$ cat config.mk
export PLATFORM = sky130hd
export DESIGN_NAME = sec_apb_regbank
export DESIGN_NICKNAME = d
export VERILOG_FILES = /design/src/rtl/regbank_pkg.sv /design/src/rtl/regbank_decode.sv /design/src/rtl/regbank_word.sv /design/src/rtl/sec_apb_regbank.sv
export SDC_FILE = /design/constraint.sdc
export NUM_CORES = 1
export LEC_CHECK = 0
export BUFFER_PORTS_ARGS = -buffer_cell sky130_fd_sc_hd__buf_4
export CORE_AREA = 3 3 144 146
export DETAILED_ROUTE_END_ITERATION = 7
export DIE_AREA = 0 0 147 149
export SETUP_SLACK_MARGIN = 0.3
export SLEW_MARGIN = 20
export SYNTH_ARGS = -nofsm -noshare
export SYNTH_HDL_FRONTEND = slang
export SYNTH_SLANG_ARGS = --single-unit
$ cat constraint.sdc
create_clock -name pclk -period 3.4 [get_ports pclk]
set_clock_uncertainty 0.1 [all_clocks]
set_input_delay 0.68 -clock pclk [delete_from_list [all_inputs] [get_ports pclk]]
set_output_delay 0.68 -clock pclk [all_outputs]
set_load 0.1 [all_outputs]
$ cat src/rtl/regbank_pkg.sv
package regbank_pkg;

  localparam int unsigned NWORDS = 9;
  localparam int unsigned DW     = 32;
  localparam int unsigned NBYTES = DW / 8;

  localparam int unsigned W_CTRL  = 0;
  localparam int unsigned W_STAT  = 1;
  localparam int unsigned W_CMD   = 2;
  localparam int unsigned W_BLO   = 3;
  localparam int unsigned W_BHI   = 4;
  localparam int unsigned W_CLO   = 5;
  localparam int unsigned W_CHI   = 6;
  localparam int unsigned W_SCTRL = 7;
  localparam int unsigned W_SSTAT = 8;

  typedef enum logic [1:0] {
    ACC_RW = 2'd0,
    ACC_RO = 2'd1,
    ACC_WO = 2'd2
  } acc_e;

  typedef struct packed {
    logic [11:0]   offs;
    acc_e          acc;
    logic          sec;
    logic [DW-1:0] mask;
  } word_desc_t;

  // Fixed word map: byte offset, access type, secure flag, implemented bits.
  function automatic word_desc_t desc_of(input int unsigned idx);
    word_desc_t d;
    case (idx)
      W_CTRL:  d = '{offs: 12'h000, acc: ACC_RW, sec: 1'b0, mask: 32'h0000_FFFF};
      W_STAT:  d = '{offs: 12'h004, acc: ACC_RO, sec: 1'b0, mask: 32'h0000_00FF};
      W_CMD:   d = '{offs: 12'h008, acc: ACC_WO, sec: 1'b0, mask: 32'h0000_0FFF};
      W_BLO:   d = '{offs: 12'h010, acc: ACC_RW, sec: 1'b0, mask: 32'hFFFF_FFC0};
      W_BHI:   d = '{offs: 12'h014, acc: ACC_RW, sec: 1'b0, mask: 32'h0000_FFFF};
      W_CLO:   d = '{offs: 12'h018, acc: ACC_RO, sec: 1'b0, mask: 32'hFFFF_FFFF};
      W_CHI:   d = '{offs: 12'h01C, acc: ACC_RO, sec: 1'b0, mask: 32'hFFFF_FFFF};
      W_SCTRL: d = '{offs: 12'h020, acc: ACC_RW, sec: 1'b1, mask: 32'h0000_00FF};
      W_SSTAT: d = '{offs: 12'h024, acc: ACC_RO, sec: 1'b1, mask: 32'h0000_FFFF};
      default: d = '{offs: 12'hFFC, acc: ACC_RO, sec: 1'b1, mask: 32'h0};
    endcase
    return d;
  endfunction

  // Expand byte strobes into a bit mask.
  function automatic logic [DW-1:0] byte_lanes(input logic [NBYTES-1:0] strb);
    logic [DW-1:0] m;
    for (int b = 0; b < NBYTES; b++) m[8*b +: 8] = {8{strb[b]}};
    return m;
  endfunction

  // New stored value: only enabled bytes of implemented bits take write data.
  function automatic logic [DW-1:0] merge_write(input logic [DW-1:0] old_v,
                                                input logic [DW-1:0] wdat,
                                                input logic [NBYTES-1:0] strb,
                                                input logic [DW-1:0] impl);
    logic [DW-1:0] sel;
    sel = byte_lanes(strb) & impl;
    return (old_v & ~sel) | (wdat & sel);
  endfunction

  // Value a read returns for one word, given whether the access may see it.
  function automatic logic [DW-1:0] read_view(input logic [DW-1:0] stored,
                                              input logic [DW-1:0] hw,
                                              input word_desc_t d,
                                              input logic visible);
    logic [DW-1:0] v;
    if (!visible)              v = '0;
    else if (d.acc == ACC_RW)  v = stored & d.mask;
    else if (d.acc == ACC_RO)  v = hw & d.mask;
    else                       v = '0;
    return v;
  endfunction

endpackage

$ cat src/rtl/regbank_decode.sv
module regbank_decode
  import regbank_pkg::*;
#(
  parameter int unsigned ADDR_W = 12
) (
  input  logic              clk,
  input  logic              rst_n,
  input  logic [ADDR_W-1:0] addr,
  input  logic              ns,
  output logic [NWORDS-1:0] hit,
  output logic [NWORDS-1:0] allow
);

  for (genvar g = 0; g < NWORDS; g++) begin : g_dec
    localparam word_desc_t D = desc_of(g);
    localparam logic [ADDR_W-1:0] WANT = ADDR_W'(D.offs);
    assign hit[g]   = (addr[ADDR_W-1:2] == WANT[ADDR_W-1:2]);
    assign allow[g] = hit[g] && !(D.sec && ns);
  end

  // at most one word answers a given offset
  p_hit_onehot_r8: assert property (@(posedge clk) disable iff (!rst_n)
    $onehot0(hit));

endmodule

$ cat src/rtl/regbank_word.sv
module regbank_word
  import regbank_pkg::*;
#(
  parameter int unsigned IDX = 0
) (
  input  logic              clk,
  input  logic              rst_n,
  input  logic              we,
  input  logic [DW-1:0]     wdata,
  input  logic [NBYTES-1:0] strb,
  output logic [DW-1:0]     q
);

  localparam word_desc_t D = desc_of(IDX);
  localparam bit HAS_STORE = (D.acc != ACC_RO);

  if (HAS_STORE) begin : g_store
    logic [DW-1:0] q_r;
    always_ff @(posedge clk or negedge rst_n) begin
      if (!rst_n)  q_r <= '0;
      else if (we) q_r <= merge_write(q_r, wdata, strb, D.mask);
    end
    assign q = q_r;
  end else begin : g_nostore
    logic unused_ro_in;
    assign unused_ro_in = ^{clk, rst_n, we, wdata, strb};
    assign q = '0;
  end

endmodule

$ cat src/rtl/sec_apb_regbank.sv
module sec_apb_regbank
  import regbank_pkg::*;
#(
  parameter int unsigned ADDR_W = 12
) (
  input  logic              pclk,
  input  logic              presetn,
  input  logic              psel,
  input  logic              penable,
  input  logic              pwrite,
  input  logic [ADDR_W-1:0] paddr,
  input  logic [2:0]        pprot,
  input  logic [31:0]       pwdata,
  input  logic [3:0]        pstrb,
  output logic [31:0]       prdata,
  output logic              pready,
  output logic              pslverr,
  input  logic [31:0]       stat_i,
  input  logic [63:0]       cnt_i,
  input  logic [31:0]       sstat_i,
  output logic [31:0]       ctrl_o,
  output logic [31:0]       cmd_o,
  output logic [63:0]       base_o,
  output logic [31:0]       sctrl_o
);

  // Named bus events
  logic ns;
  logic wr_acc;
  logic rd_acc;
  assign ns     = pprot[1];
  assign wr_acc = psel && penable && pwrite;
  assign rd_acc = psel && penable && !pwrite;

  logic unused_bits;
  assign unused_bits = ^{pprot[2], pprot[0], paddr[1:0]};

  logic [NWORDS-1:0] hit;
  logic [NWORDS-1:0] allow;

  regbank_decode #(.ADDR_W(ADDR_W)) u_dec (
    .clk   (pclk),
    .rst_n (presetn),
    .addr  (paddr),
    .ns    (ns),
    .hit   (hit),
    .allow (allow)
  );

  logic [DW-1:0] word_q  [NWORDS];
  logic [DW-1:0] hw_word [NWORDS];

  for (genvar g = 0; g < NWORDS; g++) begin : g_word
    regbank_word #(.IDX(g)) u_w (
      .clk   (pclk),
      .rst_n (presetn),
      .we    (wr_acc && allow[g]),
      .wdata (pwdata),
      .strb  (pstrb),
      .q     (word_q[g])
    );
  end

  always_comb begin
    for (int i = 0; i < NWORDS; i++) hw_word[i] = '0;
    hw_word[W_STAT]  = stat_i;
    hw_word[W_CLO]   = cnt_i[31:0];
    hw_word[W_CHI]   = cnt_i[63:32];
    hw_word[W_SSTAT] = sstat_i;
  end

  logic [DW-1:0] rd_mux;
  always_comb begin
    rd_mux = '0;
    for (int i = 0; i < NWORDS; i++) begin
      if (hit[i]) rd_mux = rd_mux | read_view(word_q[i], hw_word[i], desc_of(i), allow[i]);
    end
  end

  assign prdata  = rd_acc ? rd_mux : '0;
  assign pready  = 1'b1;
  assign pslverr = 1'b0;

  assign ctrl_o  = word_q[W_CTRL];
  assign cmd_o   = word_q[W_CMD];
  assign base_o  = {word_q[W_BHI], word_q[W_BLO]};
  assign sctrl_o = word_q[W_SCTRL];

  // reserved CTRL bits never appear on the bus
  p_rsvd_ctrl_zero_r2: assert property (@(posedge pclk) disable iff (!presetn)
    (rd_acc && hit[W_CTRL]) |-> (prdata[31:16] == 16'h0));

  // write-only word reads as zero
  p_wo_read_zero_r4: assert property (@(posedge pclk) disable iff (!presetn)
    (rd_acc && hit[W_CMD]) |-> (prdata == 32'h0));

  // writing the low half of BASE keeps the high half
  p_half_indep_r6: assert property (@(posedge pclk) disable iff (!presetn)
    (wr_acc && hit[W_BLO]) |=> $stable(base_o[63:32]));

  // non-secure write to a secure word is dropped
  p_ns_sec_write_r7: assert property (@(posedge pclk) disable iff (!presetn)
    (wr_acc && ns && hit[W_SCTRL]) |=> $stable(sctrl_o));

  // non-secure read of a secure word returns zero
  p_ns_sec_read_r7: assert property (@(posedge pclk) disable iff (!presetn)
    (rd_acc && ns && (hit[W_SCTRL] || hit[W_SSTAT])) |-> (prdata == 32'h0));

  // unmapped offsets read as zero
  p_unmapped_read_r8: assert property (@(posedge pclk) disable iff (!presetn)
    (rd_acc && (hit == '0)) |-> (prdata == 32'h0));

  // nothing changes outside a write access phase
  p_no_write_outside_access_r10: assert property (@(posedge pclk) disable iff (!presetn)
    !wr_acc |=> ($stable(ctrl_o) && $stable(cmd_o) && $stable(base_o) && $stable(sctrl_o)));

endmodule

[Word level (Yosys, flattened, before mapping)]
Cells that the tools add are included.
W data, S select, Z words.
Operators by class
  multipliers: 0
  bitwise gates (word level): 35
  shifts and indexed selects: 0
  magnitude comparators: 0
  multiplexer cells: 42
  eq/ne operators: 12
  divide/modulo/power cells: 0
  reduce and logical (&&, ||, !) cells: 22
  add/sub/neg operators: 0
Operators by type and width (number)
  $mux W32: 33
  $and A32 B32 Y32: 15
  $or A32 B32 Y32: 13
  $mux W35: 9
  $eq A10 B3 Y1 const B: 4
  $and A32 B12 Y32: 1
  $and A32 B16 Y32: 1
  $and A32 B8 Y32: 1
  $not A12 Y32: 1
  $not A16 Y32: 1
  $not A32 Y32: 1
  $not A8 Y32: 1
  $eq A10 B4 Y1 const B: 2
  $logic_not A2 Y1: 9
  $eq A10 B1 Y1 const B: 1
  $eq A10 B2 Y1 const B: 1
  $logic_and A1 B1 Y1: 10
  $logic_not A10 Y1: 1
  $eq A2 B1 Y1 const B: 4
  $logic_not A1 Y1: 2
Word-level totals
  memory bits (writable): 0
  logic and storage cells: 116
  bits in registers: 160
  bits in read-only memories: 0
  input port bits: 184
  bits in latches: 0
  memories kept: 0

[Depth between registers and ports, before layout]
Gate-level depths: netlist (run 1).
  word-level depth: 23
  gate-level depth with buffers: 7
  depth with buffers taken out: 4

[By module]
Synthesis (run 1) repeated with hierarchy kept, for this count alone.
Unflattened totals
  cells, all modules: 436
  area total of the unflattened synthesis: 4742.0 µm²
By module, submodules not included
  regbank_word at g_word[0].u_w ...: times used 2, cells an instance 51, area an instance 716.9 µm², seq. area each 400.4 µm²
  sec_apb_regbank: times used 1, cells an instance 155, area an instance 1021.0 µm², seq. area each 0.0 µm²
  regbank_word at g_word[3].u_w: times used 1, cells an instance 63, area an instance 1014.7 µm², seq. area each 650.6 µm²
  regbank_word at g_word[2].u_w: times used 1, cells an instance 47, area an instance 599.3 µm², seq. area each 300.3 µm²
  regbank_word at g_word[7].u_w: times used 1, cells an instance 42, area an instance 480.5 µm², seq. area each 200.2 µm²
  regbank_decode: times used 1, cells an instance 27, area an instance 192.7 µm², seq. area each 0.0 µm²

[Worst setup path after synthesis (run 1)]
OpenSTA, ideal clock, no wires.
  kind: input to output
  from: in paddr[9]
  to: out prdata[11]
  stages on the path: 6
  data arrival time: 3372 ps
  required time: 2620 ps
  buffers on the path: 2
  slack: -752 ps
  cell sequence: or4_4 nor3_4 buf_12 nand2_1 buf_2 a21oi_1
On the way
  longest elaborated chain between the ends: 19
  elaborated cells between the ends (all ways): 33
RTL lines
  from (decl): line sec_apb_regbank.sv:11  | input logic [ADDR_W-1:0] paddr,
  $logic_not A10 Y1: line regbank_decode.sv:17  | assign hit[g] = (addr[ADDR_W-1:2] == WANT[ADDR_W-1:2]);
  $mux W32: line sec_apb_regbank.sv:76  | if (hit[i]) rd_mux = rd_mux | read_view(word_q[i], hw_word[i], desc_of(i), allow[i]);
  $or A32 B32 Y32: line sec_apb_regbank.sv:76
  $mux W32: line sec_apb_regbank.sv:76
  $or A32 B32 Y32: line sec_apb_regbank.sv:76
  $mux W32: line sec_apb_regbank.sv:76
  $or A32 B32 Y32: line sec_apb_regbank.sv:76
  $mux W32: line sec_apb_regbank.sv:76
  (+3 left out)
  $mux W32: line sec_apb_regbank.sv:76
  $or A32 B32 Y32: line sec_apb_regbank.sv:76
  $mux W32: line sec_apb_regbank.sv:76
  $or A32 B32 Y32: line sec_apb_regbank.sv:76
  $mux W32: line sec_apb_regbank.sv:76
  $or A32 B32 Y32: line sec_apb_regbank.sv:76
  $mux W32 (*): line sec_apb_regbank.sv:76
  $mux W32 (*): line sec_apb_regbank.sv:80  | assign prdata = rd_acc ? rd_mux : '0;
  to (decl): line sec_apb_regbank.sv:15  | output logic [31:0] prdata,
Every way passes the cells marked *; elsewhere a longest branch is shown, timed or not. The select of a mux whose other input is x is not followed.

[Worst setup path in the final report (run 1)]
  from: in paddr[9]
  to: out prdata[28]
The elaborated chain is that of the path after synthesis.

==> flow_summary.json, run 1 <==
{
  "syn_avg_cell_area_sq_um": 11.4,
  "synthDominantAreaCellType": "dfrtp_1",
  "synth-edff-count": 0,
  "row_count": 51,
  "clockPowerShare_pct": 37.0,
  "worst_ir_drop_vdd_mv": 0.211,
  "worstHoldPathType": "primary input to asynchronous set/reset pin",
  "switching_power_w": 0.000982,
  "port_buffers": 249,
  "required_ps": 2620,
  "dp.final_hpwl_microns": 14800,
  "ff2ff_setup_slack_ps": 2480,
  "cts_root_buf": "clkbuf_16",
  "coreArea_sq_um": 19500,
  "grt_max_degree": 29,
  "ys_warn_count": 0,
  "cts_hold_buffers": 0,
  "synthArstFlopShare_pct": 100,
  "die_h_microns": 149,
  "max_freq_ghz": 0.323,
  "multi_input_area_sq_um": 3070,
  "yosys.area.top_type_share_pct": 38.0,
  "diodes": 0,
  "detail-route-antenna-nets": 0,
  "synth_ff_type": "dfrtp_1",
  "track_usage_pct": 16.9,
  "setup_viol": 0,
  "drt-pass1-iter-count": 4,
  "routedWlPerCell_microns": 19.5,
  "die_w_microns": 147,
  "ys_seq_area_share_pct": 38.0,
  "internal_power_w": 0.00168,
  "grt.overflow.total": 0,
  "grt_antenna_before_repair": 0,
  "dp_cells": 969,
  "cts_sinks": 78,
  "r2r_cells": 1,
  "cp_max_fo": 8,
  "fin_cells": 989,
  "yosys-top-cells-area": "dfrtp_1 (38%), mux2_2 (22%), buf_4 (12%)",
  "cts_tree": "yes",
  "clk_pin_slew_ps": 60,
  "route.final.wire_length_microns": 19200,
  "cts_inserted_buffers": 9,
  "first_global_vias": 4596,
  "status": "finished clean",
  "die-area_sq_um": 21900,
  "clk_path_buf_depth": 2,
  "worstSetupPathType": "primary input to output port",
  "p_leak_nw": 3.99,
  "place_congestion": 0.763,
  "nets": 903,
  "synthCells": 451,
  "io_pins": 378,
  "synth_area_sq_um": 5140,
  "clk_latency_ps": 340,
  "vias_per_cell": 4.52,
  "seqPwrFrac_pct": 35.0,
  "cp-start-kind": "primary input",
  "rsz0062_at_grt": "true",
  "drc": 0,
  "vias": 4471,
  "initial_utilization_pct": 26.3,
  "drv_slew": 0,
  "p_comb_share_pct": 28.0,
  "htreeDepth": 3,
  "fin_crit_sh_pct": 91.0,
  "p_per_area_nw_per_um2": 328,
  "synth-seq-cells": 78,
  "grt_pass1_wl_microns": 28100,
  "p_sw_share_pct": 36.9,
  "drive_gt1_share_pct": 64.1,
  "drtIter0Drc": 125,
  "endpoint_kind": "output port",
  "synth_cell_type_count": 45,
  "syn2layout_area_growth_pct": 58.2,
  "cap_violations": 0,
  "finalCriticalPeriod_ps": 3090,
  "nFillCells": 1911,
  "hold_viol_final": 0,
  "final-seq-area_sq_um": 1950,
  "tns_ps": 0,
  "worst-endpoint-arrival_ps": 2310
}
==> stage by stage <==
step / worst slack [ps] / hold slack [ps] / total power, W / utilization [%] / instance area, sq um
6_report: 307 / 147 / 0.00266 / 41.6 / 8130
5_1_grt: 231 / 163 / 0.00277 / 41.6 / 8130
4_1_cts: 263 / 149 / 0.00271 / 41.1 / 8030
3_5_place_dp: 166 / 395 / 0.00169 / 38.3 / 7480
3_3_place_gp: 151 / 391 / 0.00169 / 38.3 / 7480
2_1_floorplan: 78.9 / 284 / 0.00156 / - / 5790
==> per-layer routing <==
metal	GRT usage [%]	vias up	wire length, microns
li1	-	2017	-
met1	20.9	2218	8000
met2	29.1	213	9590
met3	4.19	23	1250
met4	4.99	0	391
met5	0	-	0
==> cell families after synthesis <==
| family | synth area share [%] |
|---|---|
| DFF | 38.0 |
| buffers and inverters | 14.8 |
| and+or+nand+nor | 11.0 |
| muxes | 27.0 |
| AOI/OAI and AO/OA | 9.04 |
| other | 0.146 |
==> cells in the final DEF, fill, tap and decap left out, types with 10 or more instances in the layout <==
master / n
dfrtp_1: 78
buf_12: 21
nor2_4: 20
clkbuf_16: 10
conb_1: 84
buf_4: 250
buf_6: 12
a22oi_1: 23
nand2_1: 10
mux2_2: 101
==> cell type report <==
cell class | instances | area share, %
clock buffers | 10 | 2.82
clock inverters | 6 | 0.878
multi-input cells | 345 | 37.8
flip-flops and latches | 78 | 24.0
well taps | 265 | 4.08
repair buffers | 285 | 30.4
==> Yosys cell counts, drive strengths merged, types with 3 or more instances <==
cell type	instances
mux2i	4
a31oi	5
a22oi	23
mux4	4
nand2	11
nor4b	4
nand4	6
nor2	27
mux2	109
nand3	5
nor3	6
clkbuf	9
a21oi	8
dfrtp	78
a22o	3
nor2b	3
a221oi	5
buf	101
a222oi	5
nand4b	3
a21o	6
and2	7
and3	3
==> power by group through the flow <==
stage / combinational [W] / clock [W] / sequential, W
after global placement: 0.000741 / 0 / 0.000949
after floorplan: 0.000593 / 0 / 0.000964
after detailed placement: 0.000743 / 0 / 0.000949
after global routing: 0.000779 / 0.00106 / 0.000931
after CTS: 0.000746 / 0.00103 / 0.000931
final: 0.000745 / 0.000986 / 0.000932
==> how the worst max path moves through the flow <==
stage                        start          to  slack [ps]  depth (start not counted)
after floorplan           paddr[9]  prdata[16]          80                          6
after global placement    paddr[2]  prdata[15]         150                          6
after detailed placement  paddr[2]  prdata[15]         170                          6
after CTS                 paddr[4]  prdata[15]         260                          6
after global routing      paddr[9]  prdata[28]         230                          7
final                     paddr[9]  prdata[28]         310                          7
==> what timing repair did <==
item / 4_1_cts / 5_1_grt
resized for setup: 59 / 13
cloned: 0 / 1
setup buffers: 1 / 2
pin swaps: 4 / 3
setup endpoints to repair: 32 / 30
==> worst max-delay path: stages <==
cell	delay (ps)
buf_6	90
or4_4	530
nor3_4	260
nand3_4	200
buf_12	210
nor2_4	130
buf_12	180
No activity file was read; power rests on OpenSTA's default activity.
==> run 2, diff against run 1 <==
Settings changed: CTS_BUF_LIST set to sky130_fd_sc_hd__clkbuf_8.
==> run 2 against run 1 <==
Net effect:
- maximum frequency barely moved
- combinational power barely moved
- non-clock buffer count unchanged
- global-route usage about the same
- critical path type unchanged
==> flow_summary.json, run 2 (synthesis gave the netlist of run 1 again) <==
{
  "status": "finished clean",
  "hold_viol_final": 0,
  "cp_common_cell": "buf_12",
  "drv_slew": 0,
  "r2r_cells": 1,
  "dp.final_hpwl_microns": 14800,
  "worst_ir_drop_vdd_mv": 0.187,
  "drc": 0,
  "grt_pass1_wl_microns": 28100,
  "drive_gt1_share_pct": 64.1,
  "port_buffers": 249,
  "required_ps": 2620,
  "endpoint_kind": "output port",
  "path_buf_inv": 3,
  "route.final.wire_length_microns": 19200,
  "slowest_delay_ps": 530,
  "seqPwrFrac_pct": 38.7,
  "clk_path_buf_depth": 2,
  "worstSetupPathType": "primary input to output port",
  "diodes": 0,
  "cts_tree": "yes",
  "setup_viol": 0,
  "switching_power_w": 0.000955,
  "p_sw_share_pct": 39.8,
  "worst-endpoint-arrival_ps": 2320,
  "detail-route-antenna-nets": 0,
  "vias_per_cell": 4.51,
  "grt_max_degree": 29,
  "clk_latency_ps": 360,
  "routedWlPerCell_microns": 19.4,
  "row_count": 51,
  "syn2layout_area_growth_pct": 56.2,
  "coreArea_sq_um": 19500,
  "p_leak_nw": 3.94,
  "initial_utilization_pct": 26.3,
  "p_comb_share_pct": 31.0,
  "setup.worst_path.start": "paddr[9]",
  "worstHoldPathType": "primary input to asynchronous set/reset pin",
  "clk_pin_slew_ps": 80,
  "critPathTopFamily": "simple AND/OR/NAND/NOR gates",
  "max_freq_ghz": 0.323,
  "place_congestion": 0.763,
  "cp_max_fo": 8,
  "crit_cells": 7,
  "htreeDepth": 3,
  "clockPowerShare_pct": 30.2,
  "die_w_microns": 147,
  "nets": 903,
  "crit_path_cell_trace": "buf_6 -> or4_4 -> nor3_4 -> nand3_4 -> buf_12 -> nor2_4 -> buf_12",
  "p_per_area_nw_per_um2": 299,
  "fin_crit_sh_pct": 91.1,
  "vias": 4458,
  "tns_ps": 0,
  "layout_commonest_cell": "buf_4",
  "track_usage_pct": 16.8,
  "finalPower_w": 0.00240,
  "first_global_vias": 4598,
  "die_h_microns": 149,
  "crit_slowest_cell": "or4_4",
  "internal_power_w": 0.00145,
  "grt_antenna_before_repair": 0,
  "cts_inserted_buffers": 9,
  "mostFrequentLayoutCells": "buf_4 (250), mux2_2 (101), conb_1 (84)",
  "cap_violations": 0,
  "drtIter0Drc": 131,
  "ff2ff_setup_slack_ps": 2470,
  "io_pins": 378,
  "cts_sinks": 78,
  "grt.overflow.total": 0,
  "cts_root_buf": "clkbuf_8",
  "die-area_sq_um": 21900,
  "postLayoutCellArea_sq_um": 8020,
  "finalCriticalPeriod_ps": 3100,
  "rsz0062_at_grt": "true",
  "placed_area_sq_um": 7480,
  "drt-pass1-iter-count": 5,
  "cp-start-kind": "primary input"
}
[run 2: worst max-delay path by stage]
| stage | end | slack (ps) |
|---|---|---|
| after floorplan | prdata[16] | 80 |
| after global placement | prdata[15] | 150 |
| after detailed placement | prdata[15] | 170 |
| after CTS | prdata[15] | 260 |
| after global routing | prdata[28] | 230 |
| final | prdata[28] | 300 |
[run 2: power groups by stage]
stage               Clock, W  Combinational [W]  Sequential [W]
global route        0.000797           0.000779        0.000931
global placement           0           0.000741        0.000949
CTS                 0.000764           0.000746        0.000931
detailed placement         0           0.000743        0.000949
finish              0.000726           0.000745        0.000930
floorplan                  0           0.000593        0.000964
[run 2: repair_timing]
action	in CTS	in global routing
hold buffers	0	0
cloned	0	1
pin swaps	4	3
buffers inserted	1	2
setup endpoints to repair	32	30
gates resized for setup	59	13
[run 2: stage by stage]
stage | util, % | setup WS (ps) | cells | hold slack [ps]
3_5_place_dp | 38.3 | 166 | 969 | 395
4_1_cts | 40.6 | 263 | 986 | 101
2_1_floorplan | - | 78.9 | 533 | 284
5_1_grt | 41.1 | 231 | 989 | 113
6_report | 41.1 | 304 | 989 | 115
3_3_place_gp | 38.3 | 151 | 969 | 391
[run 2: metal layers]
layer	vias up	track usage, %	wire (microns)
li1	2016	-	-
met1	2200	20.9	7970
met2	222	29.0	9620
met3	20	4.19	1290
met4	0	4.85	352
met5	-	0	0
[run 2: area by class of cell]
cell class | count | area (sq um)
fillers | 1920 | 11500
repair buffers | 285 | 2470
multi-input cells | 345 | 3070
flip-flops and latches | 78 | 1950
well taps | 265 | 332
clock buffers | 9 | 124
clock inverters | 7 | 75.1
==> run 3, diff against run 2 <==
Settings changed: CORE_AREA 3 3 144 146 to 3 3 147 149, DIE_AREA 0 0 147 149 to 0 0 150 152, SYNTH_HIERARCHICAL set to 1.
Clock period 3.4 ns to 3.3 ns, I/O delays scaled along.
==> run 3 against run 2 <==
Net effect:
- the flow now finishes with violations (negative setup slack)
- die area increased by 4.1%
- cell count fell by 1.1%
- hold slack improved by 17 ps
- non-clock buffer count is 8 higher
- setup slack lost 470 ps
- final area up 2.7%
- clock-buffer cell count rose by 1
- critical path type unchanged
- largest cell class unchanged
==> flow_summary.json, run 3 <==
{
  "status": "finished with violations",
  "violations": "negative setup slack",
  "nets": 887,
  "grt.overflow.total": 0,
  "cp-start-kind": "primary input",
  "endpoint": "prdata[7]",
  "grt_max_degree": 46,
  "p_leak_nw": 3.81,
  "cts_sinks": 78,
  "track_usage_pct": 15.0,
  "routedWlPerCell_microns": 18.2,
  "finalCriticalPeriod_ps": 3460,
  "route.final.wire_length_microns": 17800,
  "drive_gt1_share_pct": 64.0,
  "grt_antenna_before_repair": 0,
  "htreeDepth": 3,
  "diodes": 0,
  "r2r_cells": 1,
  "vias": 4312,
  "worst-endpoint-arrival_ps": 2700,
  "worstSetupPathType": "primary input to output port",
  "nFillCells": 1995,
  "grt_pass1_wl_microns": 26200,
  "detail-route-antenna-nets": 0,
  "layout_commonest_cell": "buf_4",
  "worstHoldPathType": "primary input to asynchronous set/reset pin",
  "max_freq_ghz": 0.289,
  "cts_inserted_buffers": 9,
  "drtIter0Drc": 153,
  "cts_hold_buffers": 0,
  "fin_crit_sh_pct": 105,
  "rsz0062_at_grt": "true",
  "drv_slew": 0,
  "die_h_microns": 152,
  "p_per_area_nw_per_um2": 291,
  "vias_per_cell": 4.41,
  "coreArea_sq_um": 20300,
  "finalPower_w": 0.00240,
  "worst_ir_drop_vdd_mv": 0.210,
  "ys_warn_count": 6,
  "setup.worst_path.start": "paddr[8]",
  "setup_slack_ps": -164,
  "die-area_sq_um": 22800,
  "cp_max_fo": 8,
  "mostFrequentLayoutCells": "buf_4 (225), conb_1 (84), dfrtp_1 (78)",
  "clk_latency_ps": 360,
  "row_count": 52,
  "syn_avg_cell_area_sq_um": 10.9,
  "syn2layout_area_growth_pct": 74.1,
  "clk_path_buf_depth": 2,
  "dp.final_hpwl_microns": 13400,
  "cap_violations": 0,
  "synth_area_sq_um": 4730,
  "drc": 0,
  "endpoint_kind": "output port",
  "postLayoutCellArea_sq_um": 8240,
  "cts_tree": "yes",
  "port_buffers": 249,
  "clk_pin_slew_ps": 90,
  "setup_viol": 39,
  "synthCells": 435,
  "ff2ff_setup_slack_ps": 2380,
  "hold_viol_final": 0,
  "placed_area_sq_um": 7220,
  "cts_root_buf": "clkbuf_8",
  "die_w_microns": 150,
  "initial_utilization_pct": 23.3,
  "post-place-ws_ps": -328,
  "first_global_vias": 4467,
  "required_ps": 2540,
  "io_pins": 378,
  "drt-pass1-iter-count": 6,
  "place_congestion": 0.753
}
## run 3: stage by stage
| step | cells | utilization (%) | setup TNS, ps | hold WS, ps |
|---|---|---|---|---|
| 6_report | 978 | 40.6 | -2950 | 132 |
| 5_1_grt | 978 | 40.6 | -6630 | 141 |
| 4_1_cts | 976 | 40.4 | -3390 | 120 |
| 3_5_place_dp | 946 | 35.6 | -8040 | 400 |
| 3_3_place_gp | 946 | 35.6 | -7970 | 390 |
| 2_1_floorplan | 512 | - | -9410 | 264 |
## run 3: how the worst min path moves through the flow
stage | startpoint | to | slack (ps) | cells after the start
6_report | presetn | asynchronous set/reset pin | 130 | 1
5_1_grt | presetn | asynchronous set/reset pin | 140 | 1
4_1_cts | presetn | asynchronous set/reset pin | 120 | 1
3_5_place_dp | flip-flop | flip-flop | 400 | 1
3_3_place_gp | flip-flop | flip-flop | 390 | 1
2_1_floorplan | presetn | asynchronous set/reset pin | 260 | 0
## run 3: cell type report
type | count | area [sq um] | share of cell area [%]
inverter | 1 | 3.75 | 0.0455
multi-input combinational | 320 | 2870 | 34.8
sequential | 78 | 1950 | 23.7
clock inverter | 6 | 75.1 | 0.911
tap | 270 | 338 | 4.10
timing repair buffer | 293 | 2870 | 34.8
clock buffer | 10 | 138 | 1.67
## run 3: per-layer routing
metal	vias up	GRT usage, %	wire (microns)
met5	-	0	0
met4	0	3.09	176
met3	12	3.96	1350
met2	214	27.7	9460
met1	2125	17.3	6850
li1	1961	-	-
## run 3: power breakdown
part / total (W) / internal [W] / switching, W / leakage, nW
combinational: 0.000639 / 0.000124 / 0.000515 / 2.62
clock: 0.000798 / 0.000383 / 0.000416 / 0.105
sequential: 0.000959 / 0.000957 / 0.00000177 / 1.09
total: 0.00240 / 0.00146 / 0.000932 / 3.81
## run 3: what timing repair did
action,CTS,global route
pin swaps,17,8
gates cloned,1,0
gates resized for setup,154,5
buffers inserted,13,2
setup endpoints to repair,32,48
## run 3: critical path: stages
cell	delay (ps)
buf_6	90
or4_4	620
buf_4	190
nor4_4	270
and2_4	190
buf_12	120
a22oi_1	100
a41oi_4	260
buf_12	200
